--- src/rtl/ring_pkg.sv ---
package ring_pkg;
  localparam int NUM_FIFO = 2;
  localparam int IDX_W    = 8;
  localparam int SEL_W    = $clog2(NUM_FIFO);
  localparam int INIT_N   = 3 * NUM_FIFO;
  localparam int STEP_W   = $clog2(INIT_N);

  localparam logic [2:0] OP_INIT   = 3'd0;
  localparam logic [2:0] OP_NEMPTY = 3'd1;
  localparam logic [2:0] OP_NFULL  = 3'd2;
  localparam logic [2:0] OP_GETC   = 3'd3;
  localparam logic [2:0] OP_PUTC   = 3'd4;

  typedef enum logic [1:0] {K_DATA, K_PROD, K_CONS, K_MASK} kind_e;
  typedef enum logic [2:0] {S_IDLE, S_ACQ, S_MEM, S_REL, S_RSP} state_e;
endpackage

--- src/rtl/ring_shadow.sv ---
module ring_shadow
  import ring_pkg::*;
(
  input  logic                          clk,
  input  logic                          rst_n,
  input  logic                          wr_en,
  input  logic [SEL_W-1:0]              wr_fifo,
  input  kind_e                         wr_kind,
  input  logic [IDX_W-1:0]              wr_val,
  output logic [NUM_FIFO-1:0][IDX_W-1:0] cons_idx,
  output logic [NUM_FIFO-1:0][IDX_W-1:0] prod_idx,
  output logic [NUM_FIFO-1:0][IDX_W-1:0] size_mask
);
  for (genvar g = 0; g < NUM_FIFO; g++) begin : g_fifo
    logic hit;
    assign hit = wr_en && (wr_fifo == SEL_W'(g));
    always_ff @(posedge clk or negedge rst_n) begin
      if (!rst_n) begin
        cons_idx[g]  <= '0;
        prod_idx[g]  <= '0;
        size_mask[g] <= '0;
      end else if (hit) begin
        case (wr_kind)
          K_CONS:  cons_idx[g]  <= wr_val;
          K_PROD:  prod_idx[g]  <= wr_val;
          K_MASK:  size_mask[g] <= wr_val;
          default: ;
        endcase
      end
    end
  end
endmodule

--- src/rtl/ring_step.sv ---
module ring_step
  import ring_pkg::*;
(
  input  logic [2:0]       op,
  input  logic             poll,
  input  logic [STEP_W-1:0] step,
  input  logic [SEL_W-1:0] sel,
  input  logic [IDX_W-1:0] cur_cons,
  input  logic [IDX_W-1:0] cur_prod,
  input  logic [IDX_W-1:0] nxt_cons,
  input  logic [IDX_W-1:0] nxt_prod,
  input  logic [7:0]       put_byte,
  output kind_e            kind,
  output logic [SEL_W-1:0] fifo,
  output logic [IDX_W-1:0] idx,
  output logic             we,
  output logic [7:0]       wdata,
  output logic             last
);
  always_comb begin
    kind  = K_CONS;
    fifo  = sel;
    idx   = '0;
    we    = 1'b0;
    wdata = '0;
    last  = 1'b1;
    case (op)
      OP_INIT: begin
        fifo = SEL_W'(step / STEP_W'(3));
        case (step % STEP_W'(3))
          STEP_W'(0): kind = K_CONS;
          STEP_W'(1): kind = K_PROD;
          default:    kind = K_MASK;
        endcase
        last = (step == STEP_W'(INIT_N - 1));
      end
      OP_NEMPTY: kind = K_PROD;
      OP_NFULL:  kind = K_CONS;
      OP_GETC: begin
        if (poll) kind = K_PROD;
        else if (step == '0) begin
          kind = K_DATA;
          idx  = cur_cons;
          last = 1'b0;
        end else begin
          kind  = K_CONS;
          we    = 1'b1;
          wdata = nxt_cons;
        end
      end
      OP_PUTC: begin
        if (poll) kind = K_CONS;
        else if (step == '0) begin
          kind  = K_DATA;
          idx   = cur_prod;
          we    = 1'b1;
          wdata = put_byte;
          last  = 1'b0;
        end else begin
          kind  = K_PROD;
          we    = 1'b1;
          wdata = nxt_prod;
        end
      end
      default: ;
    endcase
  end
endmodule

--- src/rtl/ring_addr.sv ---
module ring_addr
  import ring_pkg::*;
#(
  parameter int                ADDR_W = 16,
  parameter logic [ADDR_W-1:0] BASE_A = 'h0100,
  parameter logic [ADDR_W-1:0] BASE_B = 'h0200
) (
  input  logic [SEL_W-1:0]  fifo,
  input  kind_e             kind,
  input  logic [IDX_W-1:0]  idx,
  output logic [ADDR_W-1:0] addr
);
  logic [ADDR_W-1:0] base;
  assign base = (fifo != '0) ? BASE_B : BASE_A;

  always_comb begin
    case (kind)
      K_DATA:  addr = base + ADDR_W'(idx);
      K_PROD:  addr = base - ADDR_W'(2);
      K_CONS:  addr = base - ADDR_W'(1);
      default: addr = base - ADDR_W'(3);
    endcase
  end
endmodule

--- src/rtl/ring_accessor.sv ---
module ring_accessor
  import ring_pkg::*;
#(
  parameter int                ADDR_W = 16,
  parameter logic [ADDR_W-1:0] BASE0  = 'h0100,
  parameter logic [ADDR_W-1:0] BASE1  = 'h0200
) (
  input  logic              clk,
  input  logic              rst_n,
  input  logic              cmd_valid,
  output logic              cmd_ready,
  input  logic [2:0]        cmd_op,
  input  logic              cmd_sel,
  input  logic [7:0]        cmd_byte,
  output logic              rsp_valid,
  input  logic              rsp_ready,
  output logic              rsp_flag,
  output logic [7:0]        rsp_byte,
  output logic              bus_req,
  input  logic              bus_gnt,
  output logic              mem_valid,
  input  logic              mem_ready,
  output logic              mem_we,
  output logic [ADDR_W-1:0] mem_addr,
  output logic [7:0]        mem_wdata,
  input  logic [7:0]        mem_rdata
);
  state_e            st;
  logic [2:0]        op_q;
  logic [SEL_W-1:0]  sel_q;
  logic [7:0]        put_q, byte_q;
  logic              flag_q, poll_q;
  logic [STEP_W-1:0] step_q;

  logic [NUM_FIFO-1:0][IDX_W-1:0] cons_idx, prod_idx, size_mask;
  logic [IDX_W-1:0] cur_cons, cur_prod, cur_mask, nxt_cons, nxt_prod;

  kind_e            d_kind;
  logic [SEL_W-1:0] d_fifo;
  logic [IDX_W-1:0] d_idx;
  logic             d_we, d_last;
  logic [7:0]       d_wdata;

  logic             hs, sh_en, ne_hit, nf_hit, legal;
  logic [IDX_W-1:0] sh_val;

  assign cur_cons = cons_idx[sel_q];
  assign cur_prod = prod_idx[sel_q];
  assign cur_mask = size_mask[sel_q];
  assign nxt_cons = (cur_cons + IDX_W'(1)) & cur_mask;
  assign nxt_prod = (cur_prod + IDX_W'(1)) & cur_mask;

  ring_step u_step (
    .op(op_q), .poll(poll_q), .step(step_q), .sel(sel_q),
    .cur_cons(cur_cons), .cur_prod(cur_prod),
    .nxt_cons(nxt_cons), .nxt_prod(nxt_prod), .put_byte(put_q),
    .kind(d_kind), .fifo(d_fifo), .idx(d_idx), .we(d_we),
    .wdata(d_wdata), .last(d_last)
  );

  ring_addr #(.ADDR_W(ADDR_W), .BASE_A(BASE0), .BASE_B(BASE1)) u_addr (
    .fifo(d_fifo), .kind(d_kind), .idx(d_idx), .addr(mem_addr)
  );

  assign hs     = (st == S_MEM) && mem_ready;
  assign ne_hit = (mem_rdata != cur_cons);
  assign nf_hit = (nxt_prod != mem_rdata);
  assign legal  = (cmd_op <= OP_PUTC);
  assign sh_en  = hs && ((op_q == OP_INIT) ||
                  (((op_q == OP_GETC) || (op_q == OP_PUTC)) && !poll_q && (step_q != '0)));
  assign sh_val = (op_q == OP_INIT) ? mem_rdata : d_wdata;

  ring_shadow u_shadow (
    .clk(clk), .rst_n(rst_n), .wr_en(sh_en), .wr_fifo(d_fifo),
    .wr_kind(d_kind), .wr_val(sh_val),
    .cons_idx(cons_idx), .prod_idx(prod_idx), .size_mask(size_mask)
  );

  always_ff @(posedge clk or negedge rst_n) begin
    if (!rst_n) begin
      st     <= S_IDLE;
      op_q   <= '0;
      sel_q  <= '0;
      put_q  <= '0;
      byte_q <= '0;
      flag_q <= 1'b0;
      poll_q <= 1'b0;
      step_q <= '0;
    end else begin
      case (st)
        S_IDLE: if (cmd_valid) begin
          op_q   <= cmd_op;
          sel_q  <= cmd_sel;
          put_q  <= cmd_byte;
          byte_q <= '0;
          flag_q <= 1'b0;
          step_q <= '0;
          poll_q <= (cmd_op == OP_GETC) || (cmd_op == OP_PUTC);
          st     <= legal ? S_ACQ : S_RSP;
        end
        S_ACQ: if (bus_gnt) st <= S_MEM;
        S_MEM: if (mem_ready) begin
          case (op_q)
            OP_NEMPTY: flag_q <= ne_hit;
            OP_NFULL:  flag_q <= nf_hit;
            OP_GETC: begin
              if (poll_q) flag_q <= ne_hit;
              else if (step_q == '0) byte_q <= mem_rdata;
            end
            OP_PUTC: if (poll_q) flag_q <= nf_hit;
            default: ;
          endcase
          if (d_last) st <= S_REL;
          else step_q <= step_q + STEP_W'(1);
        end
        S_REL: if (!bus_gnt) begin
          if (poll_q) begin
            step_q <= '0;
            if (flag_q) poll_q <= 1'b0;
            st <= S_ACQ;
          end else begin
            st <= S_RSP;
          end
        end
        S_RSP: if (rsp_ready) st <= S_IDLE;
        default: st <= S_IDLE;
      endcase
    end
  end

  assign cmd_ready = (st == S_IDLE);
  assign rsp_valid = (st == S_RSP);
  assign rsp_flag  = flag_q;
  assign rsp_byte  = byte_q;
  assign bus_req   = (st == S_ACQ) || (st == S_MEM);
  assign mem_valid = (st == S_MEM);
  assign mem_we    = d_we;
  assign mem_wdata = d_wdata;

  assert_mem_owned_R2: assert property (@(posedge clk) disable iff (!rst_n)
    mem_valid |-> (bus_req && bus_gnt));

  assert_rsp_released_R2: assert property (@(posedge clk) disable iff (!rst_n)
    rsp_valid |-> !bus_gnt);

  assert_mem_hold_R10: assert property (@(posedge clk) disable iff (!rst_n)
    (mem_valid && !mem_ready) |=> (mem_valid && $stable(mem_addr) &&
                                   $stable(mem_we) && $stable(mem_wdata)));

  assert_rsp_hold_R9: assert property (@(posedge clk) disable iff (!rst_n)
    (rsp_valid && !rsp_ready) |=> (rsp_valid && $stable(rsp_flag) && $stable(rsp_byte)));

  assert_busy_R9: assert property (@(posedge clk) disable iff (!rst_n)
    (cmd_valid && cmd_ready) |=> !cmd_ready);
endmodule

--- config.mk ---
export PLATFORM = sky130hd
export DESIGN_NAME = ring_accessor
export DESIGN_NICKNAME = d
export VERILOG_FILES = /design/src/rtl/ring_pkg.sv /design/src/rtl/ring_shadow.sv /design/src/rtl/ring_step.sv /design/src/rtl/ring_addr.sv /design/src/rtl/ring_accessor.sv
export SDC_FILE = /design/constraint.sdc
export NUM_CORES = 1
export LEC_CHECK = 0
export BUFFER_PORTS_ARGS = -buffer_cell sky130_fd_sc_hd__buf_4
export CAP_MARGIN = 20
export CORE_MARGIN = 5
export CORE_UTILIZATION = 47
export DETAILED_ROUTE_END_ITERATION = 8
export PLACE_DENSITY = 0.67
export SLEW_MARGIN = 0
export SYNTH_ARGS = -nofsm -noshare
export SYNTH_HDL_FRONTEND = slang
export SYNTH_SLANG_ARGS = --single-unit
--- constraint.sdc ---
create_clock -name clk -period 4.2 [get_ports clk]
set_input_delay 0.84 -clock clk [delete_from_list [all_inputs] [get_ports clk]]
set_output_delay 0.84 -clock clk [all_outputs]
set_load 0.03 [all_outputs]
==> metrics.csv <==
metric,value,unit
ys_ff_latch,76,
hold_path_class,in -> async,
timing.rr.end,u_shadow.size_mask[12],
wl,13600,um
finalSetupTns,0,ns
vias,4095,
maxCapViolCount,0,
synth_area_per_cell,10.0,um^2
maxSlewViolCount,0,
dieArea,12700,um^2
final_common_cell,dfrtp_1,
clock_latency,0.37,ns
worstSetupPathType,reg -> out,
yosysSeqAreaShare,38.4,%
place_congestion,0.897,
io_buffers,57,
worst_setup_path_start_kind,flop,
route.detailed.drc,0,
vias_per_cell,5.93,
fin_crit_sh,94.9,%
wl_per_cell,19.7,um
grt_pass1_vias,3894,
cts_tree,yes,
p_seq_share,29.2,%
path_max_fanout,10,
netSwitchingFraction,49.5,%
cpMostUsedCell,ha_1,
ant_nets,0,
grt_pass1_wl,21500,um
worst_pin_slew,0.857,ns
cp.required,3.36,ns
gr-total-overflow,0,
fp.dieH,113,um
antenna_found_initial,0,
p_int,1990,uW
rows,37,
final_util,55.1,%
synth_edf_count,0,
drive_gt1_share,29.1,%
max_freq,251,MHz
start_util,48.1,%
cts_buffers,9,
finalSetupViolCount,0,
grt_max_degree,77,
setup_slack,0.215,ns
io_pins,64,
antenna_cells,0,
final.setup_skew,0.0133,ns
crit_path_end_kind,output port,
groute.usage.overall,21.5,%
timing.rr.start,step_q[0],
p_leak,0.00255,uW
htree_levels,3,
cpPeakStageDelay,0.47,ns
cts_sinks,76,
synth_warnings,0,
combPwrFrac,57.9,%
hold_violations,0,
synth_cells,494,
yosysUniqueCellTypes,69,
total_power,3930,uW
r2r_slack,0.59,ns
synthArstFlopShare,100,%
path_buf_inv,2,
core,10300,um^2
drtIter0Drc,331,
path_delay_family,compound AO/OA/AOI/OAI gates,
dp_hpwl,10100,um
final_cell_mix,"75 x dfrtp_1, 67 x buf_4, 50 x nand2_1, 41 x mux2_2, 31 x o21ai_0",
syn-cell-area,4950,um^2
ys.flop_type,dfrtp_1,
timing.final.crit_period,3.98,ns
p_clk_share,12.9,%
p_switching,1950,uW
cts_root_buffer,clkbuf_8,
status,"finished, final reports clean",
area_delta_synth_final,14.4,%
cpMaxStageDelayCell,dfrtp_2,
path_cells,inv_1 > ha_1 > a21o_1 > ha_1 > ha_1 > nor3b_2 > o21ai_0 > o211ai_1 > o2bb2ai_1 > a221o_1 > buf_4,
dr.pass1.iters,5,
r2r_cells,11,
clkSlewWorstSetupHoldPaths,0.09,ns
max-slew-margin-rel,42.5,%
ir_worst_vdd,0.438,mV
crit_arrival,3.14,ns
nets,584,
pre_cts_ws,0.0217,ns
cts_buffer_depth,2,
power_density,695,nW/um^2
dieWidth,113,um
cell families after synthesis:
logic type	synth area share, %
DFF	38.4
AOI/OAI and AO/OA	15.5
adders and majority gates	2.23
and+or+nand+nor	16.9
muxes	18.7
other	0.0758
xor gates and xnor gates	3.36
buffers and inverters	4.83
cell usage after synthesis, types with 4 or more instances:
cell type | number | area (um^2)
o221ai_1 | 6 | 52.6
inv_1 | 16 | 60.1
xor2_1 | 8 | 70.1
mux2_2 | 41 | 462
clkbuf_1 | 8 | 30.0
nand2_1 | 50 | 188
ha_1 | 8 | 100
nor3_1 | 7 | 35.0
a22oi_1 | 5 | 37.5
or3_1 | 4 | 25.0
nand2b_1 | 7 | 43.8
a31oi_1 | 5 | 31.3
a21oi_1 | 18 | 90.1
mux2_4 | 14 | 210
nor2b_1 | 5 | 31.3
nand4_1 | 5 | 31.3
nand3_1 | 14 | 70.1
o21ai_0 | 31 | 155
buf_4 | 8 | 60.1
dfrtp_1 | 76 | 1900
nor2_1 | 27 | 101
a21o_1 | 8 | 60.1
a211oi_1 | 5 | 37.5
mux2i_1 | 23 | 230
xnor2_1 | 11 | 96.3
o22ai_1 | 5 | 31.3
a32o_1 | 4 | 40.0
and2_1 | 4 | 25.0
buf_2 | 9 | 45.0
registers in the layout, indices dropped and copies added, names as in the netlist, 3 cells and up:
name,count
u_shadow.size_mask,16
u_shadow.cons_idx,16
st,3
op_q,3
step_q,3
u_shadow.prod_idx,16
rsp_byte,8
put_q,8
area by class of cell:
type	count	area [um^2]
Tap cell	136	170
Timing Repair Buffer	68	523
Fill cell	925	4610
Multi-Input combinational cell	379	2840
Sequential cell	76	1900
Inverter	16	60.1
Clock inverter	6	42.5
Clock buffer	9	124
worst register-to-register path, delay by kind of cell (launching register included):
family,cells,cell delay (ns)
fa+ha+maj,4,1.02
simple gates,1,0.75
compound gates,3,0.54
flops,1,0.47
mux,1,0.42
buf+inv,2,0.30
repair_timing:
action,in CTS,in global routing
setup buffers,1,0
setup endpoints to repair,8,10
pin swaps,1,0
hold buffers,0,0
resized for setup,3,4
per-layer routing:
layer	up-vias	global-route usage [%]	wire [um]
li1	1904	-	-
met1	2033	31.2	6600
met2	142	32.8	6090
met3	16	4.42	725
met4	0	5.77	187
met5	-	0	0
stage by stage:
| step | cell area, um^2 | std cells | hold WS, ns |
|---|---|---|---|
| 2_1_floorplan | 4970 | 499 | 0.452 |
| 3_3_place_gp | 5450 | 673 | 0.464 |
| 3_5_place_dp | 5450 | 673 | 0.474 |
| 4_1_cts | 5630 | 689 | 0.493 |
| 5_1_grt | 5660 | 690 | 0.461 |
| 6_report | 5660 | 690 | 0.424 |
power by group through the flow:
stage                     logic, uW  registers, uW  clock network [uW]
final                          2280           1150                 506
after CTS                      2250           1150                 515
after global routing           2440           1180                 539
after floorplan                1590           1080                   0
after detailed placement       2220           1160                   0
after global placement         2190           1150                   0
worst max-delay path by stage:
stage,start,to,slack (ns),cells after the start
2_1_floorplan,step_q[0],mem_addr[8],0.34,12
3_3_place_gp,step_q[0],mem_addr[7],0.31,12
3_5_place_dp,step_q[0],mem_addr[5],0.02,12
4_1_cts,step_q[0],mem_addr[1],0.07,13
5_1_grt,step_q[0],mem_addr[8],-0.009,12
6_report,step_q[0],mem_addr[0],0.22,11
Note: power is estimated with default switching activity, not from simulation.
